## src/rtl/audbuf_pkg.sv

```systemverilog
package audbuf_pkg;
  typedef struct packed {
    logic under;
    logic over;
  } err_ev_t;
endpackage

```

## src/rtl/abuf_play_slot.sv

```systemverilog
module abuf_play_slot #(
  parameter int SAMPLE_W = 16
) (
  input  logic                clk,
  input  logic                rst,
  input  logic                wr,
  input  logic [SAMPLE_W-1:0] wr_data,
  input  logic                tick,
  input  logic                zero_mode,
  output logic [SAMPLE_W-1:0] dac,
  output logic                ev_under
);
  localparam logic [SAMPLE_W-1:0] SILENCE = '0;

  logic [SAMPLE_W-1:0] hold_q;
  logic                full_q;

  assign ev_under = tick && !full_q;

  always_ff @(posedge clk) begin
    if (rst) begin
      hold_q <= '0;
      full_q <= 1'b0;
      dac    <= '0;
    end else begin
      if (tick) begin
        if (full_q)         dac <= hold_q;
        else if (zero_mode) dac <= SILENCE;
        else                dac <= hold_q;
      end
      if (wr) begin
        hold_q <= wr_data;
        full_q <= 1'b1;
      end else if (tick) begin
        full_q <= 1'b0;
      end
    end
  end

  // silence on underrun when selected
  a_r4_zero_on_under: assert property (@(posedge clk) disable iff (rst)
    tick && !full_q && zero_mode |=> dac == SILENCE);
  // repeat last written sample on underrun
  a_r3_repeat_last: assert property (@(posedge clk) disable iff (rst)
    tick && !full_q && !zero_mode |=> dac == $past(hold_q));
  // a consumed sample empties the slot unless refilled
  a_r1_tick_empties: assert property (@(posedge clk) disable iff (rst)
    tick && !wr |=> !full_q);
endmodule

```

## src/rtl/abuf_cap_slot.sv

```systemverilog
module abuf_cap_slot #(
  parameter int SAMPLE_W = 16
) (
  input  logic                clk,
  input  logic                rst,
  input  logic                tick,
  input  logic [SAMPLE_W-1:0] adc,
  input  logic                rd,
  output logic [SAMPLE_W-1:0] cap,
  output logic                full,
  output logic                ev_over
);
  logic slot_free;

  assign slot_free = !full || rd;
  assign ev_over   = tick && !slot_free;

  always_ff @(posedge clk) begin
    if (rst) begin
      cap  <= '0;
      full <= 1'b0;
    end else if (tick && slot_free) begin
      cap  <= adc;
      full <= 1'b1;
    end else if (rd) begin
      full <= 1'b0;
    end
  end

  // an unread sample is never overwritten
  a_r6_keep_old: assert property (@(posedge clk) disable iff (rst)
    full && !rd |=> $stable(cap));
  // accepted sample fills the slot
  a_r5_fill: assert property (@(posedge clk) disable iff (rst)
    tick && !full |=> full && cap == $past(adc));
  // read without tick empties the slot
  a_r7_read_empties: assert property (@(posedge clk) disable iff (rst)
    rd && !tick |=> !full);
endmodule

```

## src/rtl/abuf_err_flags.sv

```systemverilog
module abuf_err_flags
  import audbuf_pkg::*;
(
  input  logic    clk,
  input  logic    rst,
  input  err_ev_t ev,
  input  logic    stat_rd,
  output logic    under_flag,
  output logic    over_flag,
  output logic    err_any
);
  logic under_nxt, over_nxt;

  assign under_nxt = ev.under || (under_flag && !stat_rd);
  assign over_nxt  = ev.over  || (over_flag  && !stat_rd);

  always_ff @(posedge clk) begin
    if (rst) begin
      under_flag <= 1'b0;
      over_flag  <= 1'b0;
      err_any    <= 1'b0;
    end else begin
      under_flag <= under_nxt;
      over_flag  <= over_nxt;
      err_any    <= under_nxt || over_nxt;
    end
  end

  // an event is never lost, even beside a status read
  a_r9_under_kept: assert property (@(posedge clk) disable iff (rst)
    ev.under |=> under_flag);
  a_r9_over_kept: assert property (@(posedge clk) disable iff (rst)
    ev.over |=> over_flag);
  // flags are sticky without a status read
  a_r8_sticky: assert property (@(posedge clk) disable iff (rst)
    (under_flag || over_flag) && !stat_rd |=> err_any);
  a_r8_clear: assert property (@(posedge clk) disable iff (rst)
    stat_rd && !ev.under && !ev.over |=> !err_any);
  // summary bit tracks both flags
  a_r10_summary: assert property (@(posedge clk) disable iff (rst)
    err_any == (under_flag || over_flag));
endmodule

```

## src/rtl/audio_buf_err_trk.sv

```systemverilog
module audio_buf_err_trk
  import audbuf_pkg::*;
#(
  parameter int SAMPLE_W = 16
) (
  input  logic                clk,
  input  logic                rst,
  input  logic                host_wr,
  input  logic [SAMPLE_W-1:0] host_wr_data,
  input  logic                host_rd,
  input  logic                smp_tick,
  input  logic [SAMPLE_W-1:0] adc_data,
  input  logic                zero_on_under,
  input  logic                stat_rd,
  output logic [SAMPLE_W-1:0] dac_data,
  output logic [SAMPLE_W-1:0] cap_data,
  output logic                cap_full,
  output logic                under_flag,
  output logic                over_flag,
  output logic                err_any
);
  err_ev_t ev;

  abuf_play_slot #(.SAMPLE_W(SAMPLE_W)) u_play (
    .clk(clk), .rst(rst), .wr(host_wr), .wr_data(host_wr_data),
    .tick(smp_tick), .zero_mode(zero_on_under), .dac(dac_data),
    .ev_under(ev.under)
  );

  abuf_cap_slot #(.SAMPLE_W(SAMPLE_W)) u_cap (
    .clk(clk), .rst(rst), .tick(smp_tick), .adc(adc_data), .rd(host_rd),
    .cap(cap_data), .full(cap_full), .ev_over(ev.over)
  );

  abuf_err_flags u_flags (
    .clk(clk), .rst(rst), .ev(ev), .stat_rd(stat_rd),
    .under_flag(under_flag), .over_flag(over_flag), .err_any(err_any)
  );

  // outputs cleared the cycle after reset
  a_r11_reset: assert property (@(posedge clk)
    rst |=> dac_data == '0 && !cap_full && !err_any);
  // tick with empty slot is reported
  a_r2_under: assert property (@(posedge clk) disable iff (rst)
    ev.under |=> under_flag && err_any);
endmodule

```

## config.mk

```make
export PLATFORM = sky130hd
export DESIGN_NAME = audio_buf_err_trk
export DESIGN_NICKNAME = d
export VERILOG_FILES = /design/src/rtl/audbuf_pkg.sv /design/src/rtl/abuf_play_slot.sv /design/src/rtl/abuf_cap_slot.sv /design/src/rtl/abuf_err_flags.sv /design/src/rtl/audio_buf_err_trk.sv
export SDC_FILE = /design/constraint.sdc
export NUM_CORES = 1
export LEC_CHECK = 0
export ABC_AREA = 1
export BUFFER_PORTS_ARGS = -buffer_cell sky130_fd_sc_hd__buf_2
export CAP_MARGIN = 20
export CORE_MARGIN = 10
export CORE_UTILIZATION = 52
export CTS_CLUSTER_SIZE = 12
export DETAILED_ROUTE_END_ITERATION = 10
export MAX_ROUTING_LAYER = met4
export PLACE_DENSITY = 0.91
export SYNTH_ARGS = -nofsm -noshare
export SYNTH_HDL_FRONTEND = slang
export SYNTH_SLANG_ARGS = --single-unit
export TNS_END_PERCENT = 5
```

## constraint.sdc

```tcl
create_clock -name clk -period 2 [get_ports clk]
set_input_delay 0.2 -clock clk [delete_from_list [all_inputs] [get_ports clk]]
set_output_delay 0.2 -clock clk [all_outputs]
set_load 0.02 [all_outputs]
```

After elaboration in Yosys (flattened, before gate mapping)
Index checks and enable logic that the tools add are counted. Widths: inputs -> output; s select.

Multiplexer cells: 6. Reductions and logical operators: 15.

Operators by type and width (count): $mux 16 (2); $logic_and 1x1->1 (5); $logic_not 1->1 (4); $logic_or 1x1->1 (4); $mux 1 (4); $reduce_bool 2->1 (2).

Word-level logic and storage cells: 29. Bits in registers: 53.

Depth between registers and ports, before layout
Gate-level depths: netlist of the first run.

Depth in word-level cells: 6. Mapped depth: 6. Gate-level depth less buffers: 5.

Hierarchy
A second synthesis of the first run with hierarchy kept.

Cells, all modules: 273. Area total of the unflattened synthesis: 2155.8 um^2.

By module, submodules not included: abuf_play_slot (instances 1, area an instance 1183.6 um^2, cells each 146); abuf_cap_slot (instances 1, area an instance 863.3 um^2, cells each 111); abuf_err_flags (instances 1, area an instance 108.9 um^2, cells each 16).

Least setup slack after synthesis of the first run
No wires, ideal clock.

Path type: register to register. From: reg u_cap.full. To: reg u_cap.cap[10]. Data arrival time: 0.905 ns. Path buffers: 1. Library setup time: 0.115 ns. Required time: 1.885 ns. Path slack: 0.980 ns. Cell stages (with the launch flop): 5. Cells stage by stage: dfxtp_1 nand2_2 buf_2 a21oi_1 nor2_1.

Word-level cells in the longest chain between the ends: 3.

Ends and longest elaborated chain: start: declaration (line abuf_cap_slot.sv:10) `output logic full,`; start signal: assignment (line abuf_cap_slot.sv:21) `full <= 1'b0;`; start signal: assignment (line abuf_cap_slot.sv:24) `full <= 1'b1;`; start signal: assignment (line abuf_cap_slot.sv:26) `full <= 1'b0;`; $logic_not 1->1 (line abuf_cap_slot.sv:15) `assign slot_free = !full || rd;`; $logic_or 1x1->1 (line abuf_cap_slot.sv:15); $logic_and 1x1->1 (line abuf_cap_slot.sv:22) `end else if (tick && slot_free) begin`; end signal: assignment (line abuf_cap_slot.sv:20) `cap <= '0;`; end signal: assignment (line abuf_cap_slot.sv:23) `cap <= adc;`; end: declaration (line abuf_cap_slot.sv:9) `output logic [SAMPLE_W-1:0] cap,`.

Every way passes these cells. A chain may end at the register's enable or synchronous reset.

Worst setup path in the final report of the first run
From: reg u_cap.full. To: reg u_cap.cap[1].

The elaborated chain is that of the path after synthesis.

==> flow_summary.json, run 1 <==
{
  "n_antenna_cell": 0,
  "worstPathRequired_ns": 2.20,
  "fin_area_um2": 2460,
  "skew_ns": 0.00311,
  "ys_types": 16,
  "drt_pass1_iterations": 4,
  "slowest_stage": "dfxtp_1",
  "drt.antenna.violating_nets": 0,
  "synth_area_um2": 2040,
  "dpl_cell_area_um2": 2380,
  "critPathArrivalTime_ns": 1.36,
  "setup_violations": 0,
  "slew_violations": 0,
  "row_count": 22,
  "vias": 1868,
  "avgSynthCellArea_um2": 7.61,
  "critPathKind": "register to register",
  "min_path_type": "primary input to register",
  "drive_above_1_share": 0.267,
  "clock_sinks": 53,
  "drc": 0,
  "first_global_vias": 1729,
  "leakage_nw": 1.28,
  "cts_setup_buffers": 0,
  "gp_congestion": 0.796,
  "reg2reg_depth": 3,
  "crit_path_end_kind": "register",
  "cts.path.max_buffers": 2,
  "path_max_fanout": 33,
  "worstHoldStart": "rst",
  "drt-wirelength-per-cell_um": 12.5,
  "routed_via_density": 4.90,
  "insertion_delay_ns": 0.30,
  "total_power_w": 0.00208,
  "rsz0062_at_grt": "false",
  "grt_pass1_wl_mm": 7.88,
  "clock_tree.root_cell": "clkbuf_8",
  "grt_max_degree": 51,
  "cpLargestDelayFamily": "simple AND/OR/NAND/NOR gates",
  "cts_buffers": 5,
  "fp.coreArea_um2": 3720,
  "cts_resized": 0,
  "drt_iter0_markers": 90,
  "power_density_nw_per_um2": 843,
  "cp-start-kind": "register",
  "cts_tree": "built",
  "start_util": 0.549,
  "nets": 372,
  "r2r_setup_slack_ns": 0.83,
  "finalCritPeriodShare": 0.583,
  "ios": 75,
  "worstPathCellList": "nand2_2, a21oi_1, nor2_1",
  "cp.buffers_inverters": 0,
  "die_w_um": 82.6,
  "hold_viol": 0,
  "yosysWarnings": 0,
  "routed_wl_mm": 4.78,
  "finalSetupTns_ns": 0,
  "status": "finished clean",
  "max_stage_delay_ns": 0.37,
  "clk_pin_slew_ns": 0.08,
  "global_route.overflow_total": 0,
  "drv_cap": 0,
  "fin_crit_ns": 1.17,
  "hold_buffers": 0,
  "port_buffers": 74,
  "cp.depth": 3,
  "rr_startpoint": "u_cap.full",
  "ys_ff_latch": 53,
  "slew_headroom": 0.564,
  "synth-seq-area-share": 0.520,
  "max-vdd-ir-drop_mv": 0.475,
  "grt_util_all_layers": 0.148,
  "antenna_found_initial": 0,
  "die_h_um": 82.6,
  "fillers": 320,
  "max_slew.worst_pin.slew_ns": 0.653,
  "hold_path_end": "u_play.full_q",
  "area_delta_synth_final_pct": 20.8,
  "dieArea_um2": 6830,
  "hpwl_mm": 3.44,
  "synthesis.nets": 307,
  "cts_htree_levels": 2,
  "synth_cells": 268,
  "hold_path_depth": 2,
  "holdWs_ns": 0.0940,
  "fmax_mhz": 857,
  "r2r_end": "u_cap.cap[1]"
}
-- power breakdown --
part	switching (W)	internal, W	leakage, nW
Clock	0.000310	0.000275	0.0443
Combinational	0.000209	0.000122	0.792
Sequential	0.0000341	0.00113	0.440
Total	0.000552	0.00153	1.28
-- worst max-delay path by stage --
stage	slack, ns	startpoint	end
global route	0.66	u_cap.full	u_cap.cap[11]
CTS	0.84	u_cap.full	u_cap.cap[1]
detailed placement	0.73	rst	u_play.dac[2]
global placement	0.80	rst	u_play.dac[12]
floorplan	0.98	u_cap.full	u_cap.cap[10]
finish	0.83	u_cap.full	u_cap.cap[1]
-- metrics by stage --
| stage | util | worst slack (ns) | std cells |
|---|---|---|---|
| final | 0.663 | 0.833 | 381 |
| after global placement | 0.640 | 0.804 | 374 |
| after detailed placement | 0.640 | 0.732 | 374 |
| after CTS | 0.663 | 0.839 | 381 |
| after global routing | 0.663 | 0.658 | 381 |
| after floorplan | - | 0.980 | 268 |
-- state kept, by name (all words and copies together) (netlist names) --
name / count
u_cap.full: 1
u_flags.err_any: 1
u_flags.over_flag: 1
u_play.hold_q: 16
u_flags.under_flag: 1
u_play.dac: 16
u_play.full_q: 1
u_cap.cap: 16
-- layout make-up --
cell class              count  area, um2  share of cell area
repair buffers             76        398               0.162
well taps                  48       60.1              0.0244
flip-flops and latches     53       1060               0.431
multi-input cells         173        768               0.312
clock buffers               7       86.3              0.0350
inverters                  24       90.1              0.0366
-- cell usage in the layout, fill, tap and decap left out, types with 4 or more instances in the layout --
| cell | Yosys | routed |
|---|---|---|
| buf_2 | 10 | 74 |
| o21ai_0 | 29 | 29 |
| inv_1 | 20 | 20 |
| inv_2 | 4 | 4 |
| nor2_1 | 48 | 48 |
| dfxtp_1 | 53 | 53 |
| nand3_1 | 17 | 17 |
| a21oi_1 | 33 | 33 |
| o21ai_1 | 4 | 4 |
| clkbuf_8 | 0 | 6 |
| nand2_1 | 39 | 39 |
-- cell families after synthesis --
family,count (synthesis),synth area share
AOI/OAI and AO/OA,67,0.166
and+or+nand+nor,106,0.210
buffers and inverters,42,0.103
DFF,53,0.520
-- cells in the mapped netlist (all sizes together) --
library cell	count	area, um2
a21oi	34	174
nor2	48	180
buf	16	110
dfxtp	53	1060
nand2	41	164
nand3	17	85.1
o21ai	33	165
clkbuf	2	10.0
inv	24	90.1
-- metal layers --
metal  track usage  routed length (um)
met1         0.176                2070
met2         0.229                2100
met3        0.0475                 554
met4        0.0552                  48
met5             -                   0
Note: power is estimated with default switching activity, not from simulation.
==> run 2, diff against run 1 <==
CORE_UTILIZATION = 44   (was 52)
PLACE_DENSITY = 0.82   (was 0.91)
clock period = 1 ns   (was 2 ns; I/O delays follow)
==> run 2 against run 1 <==
Effect of this change: flip-flop and latch count unchanged; highest routed layer unchanged; clock skew is 0.0017 ns lower; combinational power grew 110%; global-route usage down 1.9 points; cell area rose by 3.8%; critical endpoint unchanged.
==> flow_summary.json, run 2 (synthesized netlist as in run 1, its figures left out) <==
{
  "slew_violations": 0,
  "fin_ws_ns": 0.0683,
  "fmax_mhz": 1070,
  "cts.path.max_buffers": 2,
  "vias": 1866,
  "insertion_delay_ns": 0.29,
  "dp_slack_ns": 0.0927,
  "routed_via_density": 4.78,
  "path_max_fanout": 15,
  "fp.coreArea_um2": 4410,
  "max_stage_delay_ns": 0.37,
  "cpLargestDelayFamily": "flip-flops",
  "final_util": 0.579,
  "final_cells": 390,
  "row_count": 24,
  "worstPathCellList": "nand2_4, clkbuf_16, a21oi_1, nor2_1",
  "die_w_um": 88.1,
  "n_antenna_cell": 0,
  "fillers": 418,
  "clk_pin_slew_ns": 0.08,
  "grt_util_all_layers": 0.129,
  "drv_cap": 0,
  "clock_tree.root_cell": "clkbuf_8",
  "cts_buffers": 5,
  "worstPathRequired_ns": 1.19,
  "regArea_um2": 1060,
  "drt.antenna.violating_nets": 0,
  "gp_congestion": 0.757,
  "dieArea_um2": 7760,
  "drive_above_1_share": 0.281,
  "cts_setup_buffers": 0,
  "final_cell_mix": "buf_2, dfxtp_1, nor2_1",
  "dpl_cell_area_um2": 2440,
  "grt_pass1_wl_mm": 8.02,
  "min_path_type": "primary input to register",
  "antenna_found_initial": 0,
  "global_route.overflow_total": 0,
  "die_h_um": 88.1,
  "max_slew.worst_pin.slew_ns": 0.316,
  "drt_pass1_iterations": 4,
  "slew_headroom": 0.789,
  "cts_tree": "built",
  "first_global_vias": 1770,
  "skew_ns": 0.00138,
  "port_buffers": 74,
  "drc": 0,
  "rsz0062_at_grt": "true",
  "leakage_nw": 1.33,
  "multiInputGateArea_um2": 773,
  "critPathArrivalTime_ns": 1.12,
  "ios": 75,
  "slowest_stage": "dfxtp_4",
  "place_inst": 382,
  "hold_buffers": 0,
  "fin_area_um2": 2560,
  "fin_crit_ns": 0.932,
  "cts_htree_levels": 2,
  "holdWs_ns": 0.0117,
  "final_common_cell": "buf_2",
  "crit_path_end_kind": "register",
  "critPathKind": "register to register",
  "setup_violations": 0,
  "reg.largest.list": "u_cap.cap (16), u_play.dac (16), u_play.hold_q (16)",
  "status": "finished clean",
  "drt_iter0_markers": 54,
  "start_util": 0.462,
  "nets": 377,
  "power_density_nw_per_um2": 1640,
  "grt_max_degree": 37,
  "routed_wl_mm": 5.04,
  "clock_sinks": 53,
  "cp.buffers_inverters": 1,
  "hpwl_mm": 3.61,
  "drt-wirelength-per-cell_um": 12.9,
  "finalCritPeriodShare": 0.932,
  "hold_viol": 0,
  "max-vdd-ir-drop_mv": 1.04,
  "cp-start-kind": "register",
  "area_delta_synth_final_pct": 25.4
}
-- run 2: changes by cell type in the layout (fill, tap and decap cells not counted), sizes merged --
cell    change
buf         +4
clkbuf      +1
-- run 2: timing repair --
item | in CTS | in global routing
endpoints found under the hold margin | 0 | 0
setup endpoints to repair | 0 | 5
resized for setup | 0 | 2
-- run 2: metal layers --
layer	up-vias	wire length (um)	track usage
li1	989	-	-
met1	798	2210	0.154
met2	77	2200	0.200
met3	2	602	0.0520
met4	0	16	0.0300
met5	-	0	-
-- run 2: cell type report --
type / instances / share of cell area
Multi-Input combinational cell: 173 / 0.302
Inverter: 24 / 0.0352
Tap cell: 52 / 0.0254
Timing Repair Buffer: 81 / 0.187
Clock buffer: 7 / 0.0338
Sequential cell: 53 / 0.416
-- run 2: metrics by stage --
stage	power [W]	TNS (ns)
after global routing	0.00441	-0.0227
final	0.00419	0
after detailed placement	0.00307	0
after CTS	0.00424	0
after global placement	0.00305	0
after floorplan	0.00282	0
-- run 2: path summary, 6_finish.rpt --
| check | cells after the start | end | start | slack [ns] |
|---|---|---|---|---|
| worst max-delay path | 4 | u_cap.cap[1] | u_cap.full | 0.07 |
| worst min-delay path | 2 | u_play.full_q | rst | 0.01 |
| worst max register to register | 4 | u_cap.cap[1] | u_cap.full | 0.07 |
| worst min register to register | 2 | u_play.dac[5] | u_play.hold_q[5] | 0.46 |
-- run 2: where the power goes --
| part | internal (W) | total (W) | switching, W |
|---|---|---|---|
| combinational | 0.000274 | 0.000702 | 0.000428 |
| clock | 0.000550 | 0.00117 | 0.000615 |
| sequential | 0.00226 | 0.00232 | 0.0000684 |
